===== src/rtl/diag_unlock_pkg.sv =====
// Shared constants for the diagnostic unlock guard: register offsets,
// bit positions inside the diagnostic register and the key sequence.
// Assumes byte addressing with 32-bit registers.
package diag_unlock_pkg;
    localparam int KEY_W      = 4;
    localparam int SEQ_LEN    = 6;
    localparam logic [7:0] KEY_OFS  = 8'h04;
    localparam logic [7:0] DIAG_OFS = 8'h08;
    localparam int BIT_WREN   = 7;
    localparam int BIT_HIST   = 5;
    localparam int BIT_ARST   = 2;
    localparam int BIT_HOLD   = 1;
    localparam logic [KEY_W-1:0] FLUSH_KEY = 4'h0;

    // Key expected at a given step of the unlock sequence.
    function automatic logic [KEY_W-1:0] seq_key(input int idx);
        case (idx)
            0:       seq_key = 4'hF;
            1:       seq_key = 4'h4;
            2:       seq_key = 4'hB;
            3:       seq_key = 4'h2;
            4:       seq_key = 4'h7;
            default: seq_key = 4'hD;
        endcase
    endfunction
endpackage


===== src/rtl/key_tracker.sv =====
// Tracks progress through the ordered key sequence.
// Assumes key_wr is a single-cycle strobe carrying the key nibble.
// Step SEQ_LEN means unlocked; a flush key or force_lock returns to step 0.
module key_tracker
    import diag_unlock_pkg::*;
#(
    parameter int N_KEYS = SEQ_LEN,
    parameter int KW     = KEY_W
) (
    input  logic          clk,
    input  logic          rst_n,
    input  logic          key_wr,
    input  logic [KW-1:0] key_val,
    input  logic          force_lock,
    output logic          unlocked
);
    localparam int STEP_W = $clog2(N_KEYS + 1);
    localparam logic [STEP_W-1:0] LAST = STEP_W'(N_KEYS);

    logic [STEP_W-1:0] step_q;
    logic [N_KEYS:0]   match;

    // One comparator per sequence position; the extra top slot never matches.
    for (genvar g = 0; g < N_KEYS; g++) begin : g_cmp
        assign match[g] = (key_val == seq_key(g));
    end
    assign match[N_KEYS] = 1'b0;

    assign unlocked = (step_q == LAST);

    // Advance on an expected key, restart on a mismatch, hold once unlocked.
    always_ff @(posedge clk) begin
        if (!rst_n) begin
            step_q <= '0;
        end else if (force_lock) begin
            step_q <= '0;
        end else if (key_wr) begin
            if (key_val == FLUSH_KEY)
                step_q <= '0;
            else if (unlocked)
                step_q <= step_q;
            else if (match[step_q])
                step_q <= step_q + 1'b1;
            else if (match[0])
                step_q <= STEP_W'(1);
            else
                step_q <= '0;
        end
    end

    p_step_range_r2: assert property (@(posedge clk) disable iff (!rst_n)
        step_q <= LAST);
    p_flush_r6: assert property (@(posedge clk) disable iff (!rst_n)
        (key_wr && key_val == FLUSH_KEY) |=> !unlocked);
    p_mismatch_r4: assert property (@(posedge clk) disable iff (!rst_n)
        (key_wr && !force_lock && !unlocked && !match[step_q] && !match[0])
            |=> (step_q == '0));
endmodule


===== src/rtl/diag_ctrl.sv =====
// Holds the diagnostic control state: hold-reset level, reset-history flag
// and the one-cycle reset request. Control writes are honoured only while
// unlocked. Assumes diag_wr is a single-cycle write strobe.
module diag_ctrl (
    input  logic clk,
    input  logic rst_n,
    input  logic diag_wr,
    input  logic wr_hold,
    input  logic wr_arst,
    input  logic wr_hist,
    input  logic unlocked,
    output logic force_lock,
    output logic hold_q,
    output logic hist_q,
    output logic req_q
);
    logic take_arst;
    assign take_arst  = diag_wr && unlocked && wr_arst;
    assign force_lock = take_arst;

    // Hold-reset level, writable only while unlocked.
    always_ff @(posedge clk) begin
        if (!rst_n)                  hold_q <= 1'b0;
        else if (diag_wr && unlocked) hold_q <= wr_hold;
    end

    // Sticky history: a reset request sets it, writing one clears it.
    always_ff @(posedge clk) begin
        if (!rst_n)                   hist_q <= 1'b0;
        else if (take_arst)           hist_q <= 1'b1;
        else if (diag_wr && wr_hist)  hist_q <= 1'b0;
    end

    // Single-cycle reset request registered from the accepted write.
    always_ff @(posedge clk) begin
        if (!rst_n) req_q <= 1'b0;
        else        req_q <= take_arst;
    end

    p_pulse_single_r9: assert property (@(posedge clk) disable iff (!rst_n)
        req_q |=> !req_q);
    p_req_sets_hist_r9: assert property (@(posedge clk) disable iff (!rst_n)
        req_q |-> hist_q);
    p_req_relocks_r9: assert property (@(posedge clk) disable iff (!rst_n)
        req_q |-> !unlocked);
    p_hold_gated_r7: assert property (@(posedge clk) disable iff (!rst_n)
        !$stable(hold_q) |-> $past(unlocked));
    p_req_gated_r7: assert property (@(posedge clk) disable iff (!rst_n)
        $rose(req_q) |-> $past(unlocked));
endmodule


===== src/rtl/diag_unlock_guard.sv =====
// Top of the diagnostic write-unlock guard: decodes bus writes to the key
// and diagnostic registers and returns combinational read data.
// Assumes a single-cycle write strobe and byte addresses.
module diag_unlock_guard
    import diag_unlock_pkg::*;
#(
    parameter int ADDR_W = 8,
    parameter int DATA_W = 32
) (
    input  logic              clk,
    input  logic              rst_n,
    input  logic              bus_we,
    input  logic [ADDR_W-1:0] bus_addr,
    input  logic [DATA_W-1:0] bus_wdata,
    output logic [DATA_W-1:0] bus_rdata,
    output logic              rst_req_o,
    output logic              hold_rst_o
);
    logic key_sel, diag_sel, unlocked, force_lock, hold_q, hist_q, req_q;

    assign key_sel  = (bus_addr == ADDR_W'(KEY_OFS));
    assign diag_sel = (bus_addr == ADDR_W'(DIAG_OFS));

    key_tracker #(.N_KEYS(SEQ_LEN), .KW(KEY_W)) u_keys (
        .clk        (clk),
        .rst_n      (rst_n),
        .key_wr     (bus_we && key_sel),
        .key_val    (bus_wdata[KEY_W-1:0]),
        .force_lock (force_lock),
        .unlocked   (unlocked)
    );

    diag_ctrl u_ctrl (
        .clk        (clk),
        .rst_n      (rst_n),
        .diag_wr    (bus_we && diag_sel),
        .wr_hold    (bus_wdata[BIT_HOLD]),
        .wr_arst    (bus_wdata[BIT_ARST]),
        .wr_hist    (bus_wdata[BIT_HIST]),
        .unlocked   (unlocked),
        .force_lock (force_lock),
        .hold_q     (hold_q),
        .hist_q     (hist_q),
        .req_q      (req_q)
    );

    assign rst_req_o  = req_q;
    assign hold_rst_o = hold_q;

    // Read mux: only the diagnostic register returns data.
    always_comb begin
        bus_rdata = '0;
        if (diag_sel) begin
            bus_rdata[BIT_WREN] = unlocked;
            bus_rdata[BIT_HIST] = hist_q;
            bus_rdata[BIT_HOLD] = hold_q;
        end
    end

    p_key_reads_zero_r11: assert property (@(posedge clk) disable iff (!rst_n)
        key_sel |-> (bus_rdata == '0));
    p_arst_reads_zero_r9: assert property (@(posedge clk) disable iff (!rst_n)
        !bus_rdata[BIT_ARST]);
endmodule


===== config.mk =====
export PLATFORM = sky130hd
export DESIGN_NAME = diag_unlock_guard
export DESIGN_NICKNAME = d
export VERILOG_FILES = /design/src/rtl/diag_unlock_pkg.sv /design/src/rtl/key_tracker.sv /design/src/rtl/diag_ctrl.sv /design/src/rtl/diag_unlock_guard.sv
export SDC_FILE = /design/constraint.sdc
export NUM_CORES = 1
export LEC_CHECK = 0
export BUFFER_PORTS_ARGS = -buffer_cell sky130_fd_sc_hd__buf_4
export CORE_MARGIN = 2
export CORE_UTILIZATION = 36
export DETAILED_ROUTE_END_ITERATION = 8
export GPL_TIMING_DRIVEN = 0
export PLACE_DENSITY_LB_ADDON = 0.08
export SLEW_MARGIN = 20
export SYNTH_ARGS = -nofsm -noshare
export SYNTH_HDL_FRONTEND = slang
export SYNTH_SLANG_ARGS = --single-unit

===== constraint.sdc =====
create_clock -name clk -period 4.4 [get_ports clk]
set_input_delay 0 -clock clk [delete_from_list [all_inputs] [get_ports clk]]
set_output_delay 0 -clock clk [all_outputs]
set_load 0.01 [all_outputs]

# Word level (Yosys, flattened, before mapping)
# Cells that the tools add are included.
# classes
magnitude_cmp,1
muxes,11
eq_ne,10
n_addsub,1
bitwise_logic,1
n_reduce_logical,9
# op_table
op,n
== test 4 bit (second input constant),3
two-way mux 3 bit,3
== test 4 x 3 -> 1 bit (second input constant),2
== test 8 x 3 -> 1 bit (second input constant),1
== test 8 x 4 -> 1 bit (second input constant),1
two-way mux 1 bit,7
logical AND 1 bit,5
== test 4 x 2 -> 1 bit (second input constant),1
zero test 4 bit,1
< comparator 3 x 4 -> 1 bit (second input constant),1
adder 3 x 1 -> 3 bit (second input constant),1
binary-select mux 1 bit (select 3 bit),1
== test 3 bit (second input constant),1
inequality test 2 bit (second input constant),1
AND reduction 2 bit,1
nonzero test 2 bit,1
OR reduction 2 bit,1
inverter 1 bit,1
# word_totals
ff_bits,6
input_bits,43
out_inout_bits,34

# Depth between registers and ports, before layout
# depth
word_depth,6
ltp_mapped,7
depth_no_buf,7

# By module
# Synthesis repeated with hierarchy kept, for this count alone.
# hier_totals
hier_cells,92
area_unflattened_um2,758.2
# modules_own_cells
mod,cells_per_inst,instances,area_per_inst_um2
key_tracker,39,1,324.1
diag_unlock_guard,42,1,322.8
diag_ctrl,11,1,111.4

# Worst setup path before layout
# OpenSTA, ideal clock, no wires.
# synth_path
path_type,reg-to-reg
start,register u_keys.step_q[2]
end,register u_keys.step_q[2]
required_ns,4.326
path_slack_ns,3.004
t_arrival_ns,1.322
path_buffers,1
setup_ns,0.074
path_stages_with_launch,7
path_cell_list,dfxtp_1 > buf_6 > nor4b_2 > o21ai_1 > a311oi_2 > nand3b_1 > a31oi_1
# synth_via
elab_chain_cells,5
elab_cells_between_ends,12
# synth_lines
item,line,source
start: declaration,key_tracker.sv:20,logic [STEP_W-1:0] step_q;
start signal: assignment,key_tracker.sv:41,step_q <= step_q;
start signal: assignment,key_tracker.sv:43,step_q <= step_q + 1'b1;
binary-select mux 1 bit (select 3 bit),key_tracker.sv:42,else if (match[step_q])
two-way mux 1 bit (not written as such),key_tracker.sv:42,
two-way mux 3 bit,key_tracker.sv:42,
two-way mux 3 bit,key_tracker.sv:40,else if (unlocked)
two-way mux 3 bit,key_tracker.sv:38,if (key_val == FLUSH_KEY)
# Parallel ways exist; a longest one is shown, timed or not. The select of a mux whose other input is x is not followed.
# A chain may end at the register's enable or synchronous reset.

# Final worst setup path
# layout_path
start,register u_keys.step_q[0]
end,register u_keys.step_q[2]
# Same word-level chain as after synthesis.

==> impl_metrics.sql <==
INSERT INTO impl_metrics (metric_group, metric, value, unit) VALUES
('synthesis', 'synthTopCellsByArea', 'sky130_fd_sc_hd__buf_4, sky130_fd_sc_hd__dfxtp_1, sky130_fd_sc_hd__nand2_1', ''),
('synthesis', 'yosys_most_used_dff', 'sky130_fd_sc_hd__dfxtp_1', ''),
('clocking', 'cts_max_path_buffers', '2', ''),
('synthesis', 'post_synth_instance_area', '700.7', 'um2'),
('grt', 'antenna_found_initial', '0', ''),
('clocking', 'cts_root_buffer', 'sky130_fd_sc_hd__clkbuf_4', ''),
('synthesis', 'synth_seq_area_share', '0.1714', ''),
('synthesis', 'post_syn_area_per_cell', '7.785', 'um2'),
('floorplanning', 'core-area', '0.001783', 'mm2'),
('drt', 'drc', '0', ''),
('drt', 'antenna_viol_nets_final', '0', ''),
('clocking', 'cts.hold.buffers_added', '0', ''),
('power', 'total_chip_power', '0.1516', 'mW'),
('critical_path', 'crit_arrival', '1740', 'ps'),
('final_layout', 'multi_input_comb_area', '441.7', 'um2'),
('power', 'power.ir.vdd_worst', '0.0001016', 'V'),
('drt', 'met3_wirelength', '156', 'um'),
('drt', 'totalWireLength', '1334', 'um'),
('synthesis', 'synth.distinct_cells', '33', ''),
('critical_path', 'timing.critical_path.slowest_stage_cell', 'sky130_fd_sc_hd__dfxtp_1', ''),
('critical_path', 'cp.required', '4560', 'ps'),
('critical_path', 'crit_path_max_fo', '8', ''),
('sta', 'rsz0062_at_grt', 'false', ''),
('drt', 'routed.top_layer', 'met3', ''),
('drt', 'avgViaCountPerCell', '4.054', ''),
('clocking', 'htree_num_levels', '1', ''),
('grt', 'first_pass_grt_wire_length', '1787', 'um'),
('synthesis', 'synth_top_family_by_area', 'buffers and inverters', ''),
('sta', 'finalCritPeriodShare', '0.3581', ''),
('synthesis', 'yosys.area_share.xor_xnor', '0.01250', ''),
('sta', 'drv_slew', '0', ''),
('sta', 'final_hold_viol_count', '0', ''),
('power', 'power_per_cell_area', '150.2', 'mW/mm2'),
('placed_design', 'gp_congestion', '0.7683', ''),
('critical_path', 'timing_worst_setup_path_type', 'reg2reg', ''),
('synthesis', 'share_of_synthesized_cell_area_in_and_or_nand_and_nor_gates', '0.3232', ''),
('synthesis', 'synth.mux.area_fraction', '0', ''),
('floorplanning', 'design.portCount', '77', ''),
('floorplanning', 'row_count', '15', ''),
('final_layout', 'fill_cells', '170', ''),
('floorplanning', 'die_area', '0.002315', 'mm2'),
('power', 'leakagePower', '0.5592', 'nW'),
('synthesis', 'yosys.area_share.adder', '0.03571', ''),
('synthesis', 'post_synth_arst_share', '0', ''),
('sta', 'worst_clock_skew', '1.471', 'ps'),
('drt', 'met2RoutedLength', '614', 'um'),
('drt', 'vias', '673', ''),
('final_layout', 'seqCellArea', '120.1', 'um2'),
('clocking', 'clock_slew_at_reported_path_ffs', '40', 'ps'),
('placed_design', 'dp.final_hpwl', '1151', 'um'),
('floorplanning', 'die_height', '48.12', 'um'),
('final_layout', 'fraction_of_final_layout_cells_with_drive_strength_greater_than_1', '0.4326', ''),
('clocking', 'clock_insertion_delay_worst_skew', '240', 'ps'),
('sta', 'tns', '0', 'ps'),
('placed_design', 'port_buffers', '20', ''),
('critical_path', 'path_delay_family', 'compound AO/OA/AOI/OAI gates', ''),
('sta', 'setup-violations-final', '0', ''),
('sta', 'finalCriticalPeriod', '1576', 'ps'),
('grt', 'grt_max_degree', '11', ''),
('critical_path', 'critical_path.cell_chain', 'nor4b_2, o21ai_1, a311oi_2, nand3b_1, a31oi_1', ''),
('critical_path', 'path_buf_inv', '0', ''),
('clocking', 'tritoncts.num_buffers', '3', ''),
('outcome', 'outcome', 'finished, final reports clean', ''),
('clocking', 'clock-sinks', '6', ''),
('grt', 'number_of_global_route_vias_before_repair', '457', ''),
('floorplanning', 'chipWidth', '48.12', 'um'),
('synthesis', 'synth_cells', '90', ''),
('synthesis', 'yosys_warnings', '0', ''),
('clocking', 'post_cts.repair.setup_buffers', '0', ''),
('flow_run', 'cap_viol_max_count', '0', ''),
('drt', 'initialDrtViolationCount', '3', '');
-- power by group --
group	internal, mW	leakage [nW]	switching [mW]	total, mW
clock network	0.0307	0.0138	0.0172	0.0479
logic	0.0277	0.497	0.0214	0.0491
registers	0.0546	0.0483	0.00000693	0.0546
total	0.113	0.559	0.0387	0.152
-- kinds of logic (layout without fill, tap and decap cells) --
group | count (synthesis) | after routing
AOI/OAI and AO/OA | 11 | 11
adders and majority gates | 2 | 2
DFF | 6 | 6
and+or+nand+nor | 35 | 35
buffers and inverters | 34 | 57
other | 1 | 29
xor gates and xnor gates | 1 | 1
-- registers in the layout, indices dropped and copies added, names as in the netlist --
register / flops
u_ctrl.hist_q: 1
u_ctrl.hold_q: 1
u_ctrl.req_q: 1
u_keys.step_q: 3
-- path summary, 6_finish.rpt --
check	from	to	slack [ps]	cells past startpoint
worst max-delay path	u_keys.step_q[0]	u_keys.step_q[2]	2820	5
worst max register to register	u_keys.step_q[0]	u_keys.step_q[2]	2820	5
worst min-delay path	rst_n	u_ctrl.req_q	20	3
worst min register to register	u_ctrl.hist_q	u_ctrl.hist_q	450	2
-- layout make-up --
class                           instances  share of cell area
Multi-Input combinational cell         78              0.4374
Buffer                                 31              0.2305
Timing Repair Buffer                   20              0.1487
Sequential cell                         6              0.1190
Tap cell                               25             0.03098
Clock buffer                            3             0.02230
Inverter                                3             0.01115
-- worst min-delay path, cell delays in order --
cell	delay [ps]
sky130_fd_sc_hd__buf_4	80
sky130_fd_sc_hd__inv_1	50
sky130_fd_sc_hd__nor2_1	90
-- synthesized netlist by cell type, drive strengths merged, types with 2 or more instances --
cell type	count
inv	3
and2	2
nor2	3
ha	2
buf	30
nand2	7
nand4	2
o21ai	4
and4b	2
and3b	2
nor3b	3
nand3b	2
dfxtp	6
nand3	4
a21oi	3
and3	2
-- placed cells by master, fill, tap and decap left out, drive strengths merged, types with 2 or more instances in the layout --
cell type   n
and2        2
conb       29
nor3b       3
nand4       2
a21oi       3
nor2        3
and3        2
nand3       4
o21ai       4
nand3b      2
inv         3
nand2       7
and3b       2
buf        50
clkbuf      4
dfxtp       6
and4b       2
ha          2
-- metrics by stage --
step	area [um2]	utilization	worst slack (ps)	std cells	hold slack, ps
after floorplan	805.8	-	3004	118	150.2
after global placement	987.2	0.5537	2887	163	271.9
after detailed placement	987.2	0.5537	2825	163	269.6
after CTS	1010	0.5663	2818	166	20.38
after global routing	1010	0.5663	2720	166	34.13
final	1010	0.5663	2824	166	24.42
-- per-layer routing --
metal / vias up / GRT usage
li1: 357 / -
met1: 280 / 0.1295
met2: 36 / 0.1867
met3: 0 / 0.05926
met4: 0 / 0.01622
met5: - / 0
(Power assumes the default switching activity.)
